==> src/rtl/lfmt_pkg.sv <==
package lfmt_pkg;
   typedef struct packed {
      logic bypass;
      logic invert;
      logic mirror;
      logic test_sel;
   } fmt_cfg_t;
endpackage

==> src/rtl/lfmt_cfg_hold.sv <==
module lfmt_cfg_hold
   import lfmt_pkg::*;
(
   input  logic     clk,
   input  logic     rst_n,
   input  logic     lane_hold,
   input  fmt_cfg_t cfg_in,
   output fmt_cfg_t cfg_q
);
   always_ff @(posedge clk) begin
      if (!rst_n)
         cfg_q <= '0;
      else if (lane_hold)
         cfg_q <= cfg_in;
   end

   // options frozen while lane runs
   assert_cfg_frozen_R9: assert property (@(posedge clk) disable iff (!rst_n)
      !lane_hold |=> $stable(cfg_q));
endmodule

==> src/rtl/lfmt_src_sel.sv <==
module lfmt_src_sel
   import lfmt_pkg::*;
#(
   parameter int SYM_W  = 10,
   parameter int BYTE_W = 8
) (
   input  logic              clk,
   input  logic              rst_n,
   input  fmt_cfg_t          cfg,
   input  logic [SYM_W-1:0]  enc_sym,
   input  logic [BYTE_W-1:0] raw_byte,
   input  logic [SYM_W-1:0]  test_word,
   output logic [SYM_W-1:0]  src_sym
);
   localparam int PAD_W = SYM_W - BYTE_W;

   generate
      if (PAD_W < 1) begin : g_bad_width
         $error("lfmt_src_sel: SYM_W must exceed BYTE_W");
      end
   endgenerate

   always_comb begin
      if (cfg.test_sel)
         src_sym = test_word;
      else if (cfg.bypass)
         src_sym = {{PAD_W{1'b0}}, raw_byte};
      else
         src_sym = enc_sym;
   end

   // bypass path pads top bits with zero
   assert_bypass_pad_R3: assert property (@(posedge clk) disable iff (!rst_n)
      (cfg.bypass && !cfg.test_sel) |-> (src_sym[SYM_W-1:BYTE_W] == '0));
   // test word wins over every other source
   assert_test_priority_R4: assert property (@(posedge clk) disable iff (!rst_n)
      cfg.test_sel |-> (src_sym == test_word));
endmodule

==> src/rtl/lfmt_bit_shaper.sv <==
module lfmt_bit_shaper
   import lfmt_pkg::*;
#(
   parameter int SYM_W      = 10,
   parameter bit HAS_MIRROR = 1'b1,
   parameter bit HAS_INVERT = 1'b1
) (
   input  logic             clk,
   input  logic             rst_n,
   input  fmt_cfg_t         cfg,
   input  logic [SYM_W-1:0] din,
   output logic [SYM_W-1:0] dout
);
   logic [SYM_W-1:0] mirrored;

   generate
      if (HAS_MIRROR) begin : g_mirror
         logic [SYM_W-1:0] rev;
         for (genvar i = 0; i < SYM_W; i++) begin : g_rev
            assign rev[SYM_W-1-i] = din[i];
         end
         assign mirrored = cfg.mirror ? rev : din;
      end else begin : g_no_mirror
         assign mirrored = din;
      end

      if (HAS_INVERT) begin : g_invert
         assign dout = cfg.invert ? ~mirrored : mirrored;
      end else begin : g_no_invert
         assign dout = mirrored;
      end
   endgenerate

   // inversion complements every bit, so ones count flips
   assert_invert_ones_R6: assert property (@(posedge clk) disable iff (!rst_n)
      (HAS_INVERT && cfg.invert) |-> ($countones(dout) == SYM_W - $countones(din)));
   // mirroring alone keeps the ones count
   assert_mirror_ones_R5: assert property (@(posedge clk) disable iff (!rst_n)
      !cfg.invert |-> ($countones(dout) == $countones(din)));
endmodule

==> src/rtl/lane_symbol_formatter.sv <==
module lane_symbol_formatter
   import lfmt_pkg::*;
#(
   parameter int SYM_W      = 10,
   parameter int BYTE_W     = 8,
   parameter bit HAS_MIRROR = 1'b1,
   parameter bit HAS_INVERT = 1'b1
) (
   input  logic              clk,
   input  logic              rst_n,
   input  logic              lane_hold,
   input  logic              cfg_bypass,
   input  logic              cfg_invert,
   input  logic              cfg_mirror,
   input  logic              cfg_test_sel,
   input  logic [SYM_W-1:0]  enc_sym,
   input  logic [BYTE_W-1:0] raw_byte,
   input  logic [SYM_W-1:0]  test_word,
   output logic [SYM_W-1:0]  sym_out
);
   fmt_cfg_t         cfg_in, cfg_q;
   logic [SYM_W-1:0] src_sym, shaped;

   assign cfg_in = '{bypass: cfg_bypass, invert: cfg_invert,
                     mirror: cfg_mirror, test_sel: cfg_test_sel};

   lfmt_cfg_hold u_cfg (
      .clk(clk), .rst_n(rst_n), .lane_hold(lane_hold),
      .cfg_in(cfg_in), .cfg_q(cfg_q)
   );

   lfmt_src_sel #(.SYM_W(SYM_W), .BYTE_W(BYTE_W)) u_src (
      .clk(clk), .rst_n(rst_n), .cfg(cfg_q), .enc_sym(enc_sym),
      .raw_byte(raw_byte), .test_word(test_word), .src_sym(src_sym)
   );

   lfmt_bit_shaper #(.SYM_W(SYM_W), .HAS_MIRROR(HAS_MIRROR),
                     .HAS_INVERT(HAS_INVERT)) u_shape (
      .clk(clk), .rst_n(rst_n), .cfg(cfg_q), .din(src_sym), .dout(shaped)
   );

   always_ff @(posedge clk) begin
      if (!rst_n || lane_hold)
         sym_out <= '0;
      else
         sym_out <= shaped;
   end

   // held lane emits zero
   assert_hold_zero_R10: assert property (@(posedge clk) disable iff (!rst_n)
      lane_hold |=> (sym_out == '0));
   // test word reaches the output one cycle later (ones count, with inversion)
   assert_test_latency_R8: assert property (@(posedge clk) disable iff (!rst_n)
      (!lane_hold && cfg_q.test_sel) |=>
         ($countones(sym_out) == (cfg_q.invert ? SYM_W - $countones($past(test_word))
                                               : $countones($past(test_word)))));
endmodule

==> config.mk <==
export PLATFORM = sky130hd
export DESIGN_NAME = lane_symbol_formatter
export DESIGN_NICKNAME = d
export VERILOG_FILES = /design/src/rtl/lfmt_pkg.sv /design/src/rtl/lfmt_cfg_hold.sv /design/src/rtl/lfmt_src_sel.sv /design/src/rtl/lfmt_bit_shaper.sv /design/src/rtl/lane_symbol_formatter.sv
export SDC_FILE = /design/constraint.sdc
export NUM_CORES = 1
export LEC_CHECK = 0
export ABC_CLOCK_PERIOD_IN_PS = 1600
export BUFFER_PORTS_ARGS = -buffer_cell sky130_fd_sc_hd__buf_2
export CORE_MARGIN = 1.5
export CORE_UTILIZATION = 39
export CTS_CLUSTER_SIZE = 30
export DETAILED_ROUTE_END_ITERATION = 10
export HOLD_SLACK_MARGIN = 0.02
export PLACE_DENSITY = 0.74
export SETUP_SLACK_MARGIN = 0.2
export SYNTH_ARGS = -nofsm -noshare
export SYNTH_HDL_FRONTEND = slang
export SYNTH_SLANG_ARGS = --single-unit
==> constraint.sdc <==
create_clock -name clk -period 1.6 [get_ports clk]
set_input_delay 0.08 -clock clk [delete_from_list [all_inputs] [get_ports clk]]
set_output_delay 0.08 -clock clk [all_outputs]
set_load 0.03 [all_outputs]
== Word-level counts from Yosys, hierarchy flattened ==
Index checks and enable logic that the tools add are counted.

* $add $sub $neg: 0
* $mul: 0
* Divide/modulo/power cells: 0
* Order comparisons: 0
* Equal/unequal tests: 0
* Shift operators: 0
* Muxes and demuxes: 4
* Bitwise logic cells: 1
* Reduce and logical (&&, ||, !) cells: 2

{| class="wikitable"
|+ Operators by type and width
! cell !! number
|-
| $mux W10 || 4
|-
| $not A10 Y10 || 1
|-
| $logic_not A1 Y1 || 1
|-
| $logic_or A1 B1 Y1 || 1
|}

* Register bits: 14
* Latch bits: 0
* Memory bits (writable): 0
* Bits in read-only memories: 0
* Output and inout port bits: 10
* Memories: 0

== Longest topological paths before layout ==
Gate-level depths: netlist of the first run.

* Depth after elaboration: 5
* Depth in mapped cells: 5
* Gate-level depth less buffers: 3

== Hierarchy ==
A second synthesis of the first run with hierarchy kept.

* Cells, all modules: 87
* Area, all modules: 849.6 um2

{| class="wikitable"
|+ Modules (own cells, without submodules)
! module !! times used !! cells an instance !! area an instance (um2) !! seq. area each (um2)
|-
| lane_symbol_formatter || 1 || 20 || 287.8 || 200.2
|-
| lfmt_bit_shaper || 1 || 22 || 203.9 || 0.0
|-
| lfmt_src_sel || 1 || 32 || 201.4 || 0.0
|-
| lfmt_cfg_hold || 1 || 13 || 156.4 || 80.1
|}

== Worst setup path before layout of the first run ==
Ideal clock, no wire load.

* Path kind: register to register
* From: reg u_cfg.cfg_q[3] (netlist name)
* To: reg sym_out[0]
* Setup time: 0.134 ns
* Arrival time: 1.353 ns
* Data required time: 1.466 ns
* Path slack: 0.113 ns
* Cell stages (with the launch flop): 5
* Path buffers: 1
* Period minus slack after synthesis: 1.487 ns
* Path through: dfxtp_1 buf_6 mux2_4 mux4_2 mux2i_1

* Word-level cells in the longest chain between the ends: 5

{| class="wikitable"
|+ Ends and longest elaborated chain
! element !! line !! RTL
|-
| $mux W10 (*) || lfmt_src_sel.sv:26 || <nowiki>else if (cfg.bypass)</nowiki>
|-
| $mux W10 (*) || lfmt_src_sel.sv:24 || <nowiki>if (cfg.test_sel)</nowiki>
|-
| $mux W10 (*) || lfmt_bit_shaper.sv:22 || <nowiki>assign mirrored = cfg.mirror ? rev : din;</nowiki>
|-
| $not A10 Y10 || lfmt_bit_shaper.sv:28 || <nowiki>assign dout = cfg.invert ? ~mirrored : mirrored;</nowiki>
|-
| $mux W10 (*) || lfmt_bit_shaper.sv:28 ||
|-
| to (signal assigned) || lane_symbol_formatter.sv:46 || <nowiki>sym_out <= shaped;</nowiki>
|-
| to (decl) || lane_symbol_formatter.sv:19 || <nowiki>output logic [SYM_W-1:0] sym_out</nowiki>
|}

Mark *: on every way between the ends. The rest lies on a longest branch, timed or not.
A chain may end at the register's enable or synchronous reset.

== Worst setup path after layout of the first run ==
* From: reg u_cfg.cfg_q[3] (netlist name)
* To: reg sym_out[6]

* Word-level cells in the longest chain between the ends: 5

{| class="wikitable"
|+ Ends and longest elaborated chain
! element !! line
|-
| $mux W10 (*) || lfmt_src_sel.sv:26
|-
| $mux W10 (*) || lfmt_src_sel.sv:24
|-
| $mux W10 (*) || lfmt_bit_shaper.sv:22
|-
| $not A10 Y10 || lfmt_bit_shaper.sv:28
|-
| $mux W10 (*) || lfmt_bit_shaper.sv:28
|}

Marked as above.

==> summary.md, run 1 <==
| Metric | Value |
|---|---|
| Status | complete, no violations |
| Fmax | 644 MHz |
| Rows | 16 |
| Final non-filler cell total | 135 |
| Dpl ws | -0.0357 ns |
| First-pass GRT wire length | 2880 um |
| CP Launch Type | flip-flop |
| Clock buffer count from CTS | 3 |
| PD cells | 773 nW/um2 |
| Hold Crit Depth | 3 |
| IO Pins | 45 |
| Least-Margin Pin Slew | 0.469 ns |
| Dpl cells | 128 |
| Synth Cell Area | 851 um2 |
| Period Utilization, post-route | 0.971 |
| CP Capture Type | flip-flop |
| DR vias/cell | 4.88 |
| RSZ-0062 raised after global routing | true |
| Routed WL per cell | 13.3 um |
| Sequential-to-total area share from yosys stat | 0.329 |
| Grt ovf | 0 |
| Final setup vio count | 0 |
| Worst-path clk slew | 0.09 ns |
| Core box area | 2000 um2 |
| R2R depth | 4 |
| FILL cells | 178 |
| Total power | 908 uW |
| Clock Tree Buf Depth | 2 |
| Routed vias | 659 |
| P_leak | 0.571 nW |
| Count of final max-slew check failures | 0 |
| Critical path, cell by cell | buf_12, mux2_4, mux4_2, mux2i_1 |
| Tot GR Track Use | 0.156 |
| GPL Wtd Cong | 0.743 |
| Slowest CP cell | mux4_2 |
| Post-layout net count | 144 |
| DRC | 0 |
| Setup CP Type | flip-flop to flip-flop |
| Hold_ws | 0.0656 ns |
| Initial antenna violation count | 0 |
| Initial Utilization | 0.425 |
| Share of layout cells above drive strength 1 | 0.685 |
| Die X-Extent | 49.7 um |
| Largest net degree at the start of global routing | 12 |
| Clock sinks | 14 |
| DP Wirelength | 1330 um |
| Worst Clk Skew | 0.00171 ns |
| Most frequent cells in the layout | buf_2 (44), mux2i_1 (14), dfxtp_1 (13) |
| Final Hold Fails | 0 |
| Slew headroom | 0.687 |
| Area growth syn-to-layout | 38.1% |
| Post-DRT Antenna Nets | 0 |
| Commonest non-fill, non-tap cell in the layout | buf_2 |
| Critical Path RT | 1.75 ns |
| PortBufs | 44 |
| CTS H-Tree Depth | 1 |
| Drt first-iter violations | 7 |
| Netlist cell types | 12 |
| CP Data Arrival Time | 1.70 ns |
| Die ar. | 2470 um2 |
| Class of the worst hold path | primary input to flip-flop |
| Crit-path max cell delay | 0.48 ns |
| Mapped Cells | 60 |
| Syn_nets | 95 |
| Vias in the first global route | 716 |
| Die height | 49.7 um |
| Post-route worst setup slack | 0.0468 ns |
| Fin crit period | 1.55 ns |
| Clock Latency Late Sink | 0.27 ns |
| Warnings from Yosys | 0 |
| TritonCTS clock tree | done |
| Pre-antenna DRT Iters | 2 |
| Maxcap violations | 0 |
| Wirelength, routed | 1800 um |
| Crit Path Max Fanout | 5 |
| Yosys reg bits | 14 |
| # diodes | 0 |
| Root buf cell | clkbuf_4 |
| Peak VDD IR | 0.278 mV |
| Synthesized area per cell | 14.2 um2 |
cells by family (layout without fill, tap and decap cells):
family | Yosys count | in the layout | synth area share
muxes | 32 | 32 | 0.566
DFF | 14 | 14 | 0.329
and+or+nand+nor | 9 | 9 | 0.0721
buffers and inverters | 5 | 53 | 0.0323
layer usage:
layer / track usage / wire (um)
met1: 0.143 / 662
met4: 0.0972 / 16
met5: 0 / 0
met2: 0.304 / 1040
met3: 0.0303 / 88
state kept, by name, indices dropped and copies added (netlist names):
signal and cells:
sym_out 10, u_cfg.cfg_q 4
final cells by class:
| class | instances | area, um2 | share of cell area |
|---|---|---|---|
| Multi-Input combinational cell | 41 | 547 | 0.465 |
| Sequential cell | 14 | 284 | 0.242 |
| Timing Repair Buffer | 49 | 274 | 0.233 |
| Clock buffer | 4 | 36.3 | 0.0309 |
| Tap cell | 27 | 33.8 | 0.0288 |
critical path, delay by kind of cell (launching register included):
kind / cells / cell delay (ns)
mux: 3 / 0.92
flops: 1 / 0.38
buf+inv: 1 / 0.12
power by group:
part           leakage, nW  switching [mW]  total [mW]  internal [mW]
clock network       0.0210           0.116       0.254          0.138
registers            0.116          0.0131       0.385          0.372
logic                0.434           0.114       0.270          0.156
cells in the mapped netlist (all sizes together):
cell / count / area (um2)
nand2: 1 / 3.75
mux2i: 14 / 140
mux2: 8 / 116
buf: 2 / 16.3
dfxtp: 14 / 280
and2b: 2 / 20.0
nand2b: 1 / 6.26
nor2b: 5 / 31.3
clkbuf: 3 / 11.3
mux4: 10 / 225
metrics by stage:
step                TNS (ns)  utilization  area [um2]
CTS                        0        0.583        1170
detailed placement   -0.0803        0.546        1090
finish                     0        0.587        1170
global route               0        0.587        1170
global placement    -0.00124        0.546        1090
floorplan                  0            -         852
worst paths after layout:
kind / start / to / slack [ns]
worst max-delay path: u_cfg.cfg_q[3] / sym_out[6] / 0.05
worst min register to register: u_cfg.cfg_q[2] / u_cfg.cfg_q[2] / 0.54
worst max register to register: u_cfg.cfg_q[3] / sym_out[6] / 0.05
worst min-delay path: cfg_bypass / u_cfg.cfg_q[3] / 0.07
repair_timing:
item / in CTS / in global routing
hold buffers: 0 / 0
endpoints found under the setup margin: 10 / 10
resized for setup: 2 / 2
hold endpoints to repair: 0 / 0
buffers inserted: 3 / 0
Note: power is estimated with default switching activity, not from simulation.
==> inputs of run 2 (changes only) <==
--- a/config.mk
+++ b/config.mk
@@ -9,11 +9,12 @@
 export BUFFER_PORTS_ARGS = -buffer_cell sky130_fd_sc_hd__buf_2
 export CORE_MARGIN = 1.5
 export CORE_UTILIZATION = 39
-export CTS_CLUSTER_SIZE = 30
+export CTS_CLUSTER_SIZE = 12
 export DETAILED_ROUTE_END_ITERATION = 10
 export HOLD_SLACK_MARGIN = 0.02
 export PLACE_DENSITY = 0.74
 export SETUP_SLACK_MARGIN = 0.2
 export SYNTH_ARGS = -nofsm -noshare
 export SYNTH_HDL_FRONTEND = slang
+export SYNTH_HIERARCHICAL = 1
 export SYNTH_SLANG_ARGS = --single-unit
==> summary.md, run 2 <==
| Metric | Value |
|---|---|
| Biggest register | sym_out |
| Vias in the first global route | 692 |
| Yosys reg bits | 14 |
| CP Launch Type | flip-flop |
| PortBufs | 44 |
| Dpl cells | 155 |
| Biggest regs | sym_out (10), u_cfg/cfg_q (4) |
| Maxcap violations | 0 |
| DR vias/cell | 4.74 |
| Worst Clk Skew | 0.00372 ns |
| Syn_nets | 122 |
| Wirelength, routed | 1700 um |
| RSZ-0062 raised after global routing | true |
| CP Data Arrival Time | 1.58 ns |
| Synth top area share | 0.330 |
| FILL cells | 180 |
| Count leader, synth | mux2i_1 |
| Grt ovf | 0 |
| Post-layout net count | 168 |
| Final setup vio count | 0 |
| Rows | 16 |
| Clock Latency Late Sink | 0.28 ns |
| # diodes | 0 |
| Worst-path clk slew | 0.09 ns |
| Crit Path Max Fanout | 8 |
| CTS H-Tree Depth | 1 |
| Fin crit period | 1.40 ns |
| Die ar. | 2470 um2 |
| Count of final max-slew check failures | 0 |
| Class of the worst hold path | primary input to flip-flop |
| Clock Tree Buf Depth | 2 |
| TritonCTS clock tree | done |
| Share of layout cells above drive strength 1 | 0.409 |
| Commonest non-fill, non-tap cell in the layout | buf_2 |
| Sequential-to-total area share from yosys stat | 0.330 |
| Largest net degree at the start of global routing | 15 |
| Peak VDD IR | 0.305 mV |
| Slew headroom | 0.621 |
| Clock sinks | 14 |
| EDFF count, synth | 0 |
| P_leak | 0.550 nW |
| Critical Path RT | 1.78 ns |
| IO Pins | 45 |
| Synth cell count leaders | mux2i_1 (22), dfxtp_1 (14), and3b_1 (10), xnor2_1 (10) |
| Setup CP Type | flip-flop to flip-flop |
| R2R depth | 6 |
| Netlist cell types | 14 |
| Post-route worst setup slack | 0.195 ns |
| Core box area | 2000 um2 |
| Post-CTS Setup Bufs | 0 |
| Synthesized area per cell | 9.77 um2 |
| Final Hold Fails | 0 |
| Clock buffer count from CTS | 3 |
| DRC | 0 |
| Period Utilization, post-route | 0.878 |
| Dominant cell type by area after synthesis | dfxtp_1 |
| First-pass GRT wire length | 2840 um |
| Routed vias | 753 |
| Die height | 49.7 um |
| Max reg flops | 10 |
| Final non-filler cell total | 159 |
| Top FF cell, synth | dfxtp_1 |
| Pre-antenna DRT Iters | 5 |
| PD cells | 800 nW/um2 |
| Status | complete, no violations |
| Least-Margin Pin Slew | 0.568 ns |
| Area growth syn-to-layout | 34.8% |
| Drt first-iter violations | 20 |
| Initial antenna violation count | 0 |
| Asr flop ratio synth | 0 |
| Hold Crit Depth | 3 |
| Initial Utilization | 0.424 |
| Fmax | 712 MHz |
| Synth Cell Area | 850 um2 |
| GPL Wtd Cong | 0.682 |
| Root buf cell | clkbuf_4 |
| Top post-synthesis cells by area | dfxtp_1 (33%), mux2i_1 (26%), and3b_1 (10%) |
| Dpl ws | 0.123 ns |
| Cts hold-fix bufs | 0 |
| CP Capture Type | flip-flop |
| Die X-Extent | 49.7 um |
| Routed WL per cell | 10.7 um |
| Most frequent cells in the layout | buf_2 (44), mux2i_1 (21), dfxtp_1 (12) |
| Warnings from Yosys | 6 |
| Post-DRT Antenna Nets | 0 |
| Tot GR Track Use | 0.152 |
| Mapped Cells | 87 |
| Fin Setup TNS | 0 ns |
run 2: cell types whose count changed after synthesis, sizes merged, moves of 3 or more:
cell	delta
and3b	+10
buf	+3
mux2	-8
mux2i	+8
mux4	-10
nand2	+8
o21ai	+9
xnor2	+10
run 2: power by group:
| group | internal, mW | total, mW | switching, mW |
|---|---|---|---|
| Clock | 0.138 | 0.252 | 0.114 |
| Sequential | 0.372 | 0.390 | 0.0175 |
| Combinational | 0.141 | 0.274 | 0.133 |
| Total | 0.651 | 0.916 | 0.265 |
run 2: stage by stage:
stage	utilization	total power [mW]	cell area (um2)	hold WS [ns]
after CTS	0.569	0.927	1140	0.0538
after detailed placement	0.549	0.671	1100	0.349
after global placement	0.549	0.662	1100	0.337
after floorplan	-	0.585	850	0.208
after global routing	0.572	0.971	1140	0.0692
final	0.572	0.916	1140	0.0615
run 2: what timing repair did:
item | CTS | global route
endpoints found under the setup margin | 8 | 8
pin swaps | 0 | 6
endpoints found under the hold margin | 0 | 0
resized for setup | 2 | 2
run 2: path summary, 6_finish.rpt:
check,startpoint,to,slack [ns]
max,u_cfg/cfg_q[3],sym_out[7],0.20
min,cfg_test_sel,u_cfg/cfg_q[0],0.06
max reg2reg,u_cfg/cfg_q[3],sym_out[7],0.20
min reg2reg,u_cfg/cfg_q[3],u_cfg/cfg_q[3],0.59
run 2: cell families after synthesis:
group / count (synthesis) / share of synthesized area
and+or+nand+nor: 25 / 0.184
muxes: 22 / 0.259
DFF: 14 / 0.330
AOI/OAI and AO/OA: 10 / 0.0633
xor gates and xnor gates: 10 / 0.103
buffers and inverters: 6 / 0.0604
run 2: metal layers:
metal / part of all wire / vias to the layer above / GRT usage
li1: - / 391 / -
met1: 0.45 / 332 / 0.176
met2: 0.48 / 26 / 0.253
met3: 0.053 / 4 / 0.0303
met4: 0.018 / 0 / 0.0972
met5: 0 / - / 0
run 2: final cells by class:
type,count,area [um2],share of cell area
well taps,27,33.8,0.0295
flip-flops and latches,14,285,0.249
multi-input cells,67,522,0.456
clock buffers,4,36.3,0.0317
repair buffers,47,268,0.234
run 2: critical path, cell delays in order (launching register included):
cell and delay (ns):
dfxtp_4 0.39, buf_12 0.13, mux2i_2 0.20, o21ai_1 0.09
mux2i_1 0.18, xnor2_1 0.11, and3b_1 0.20
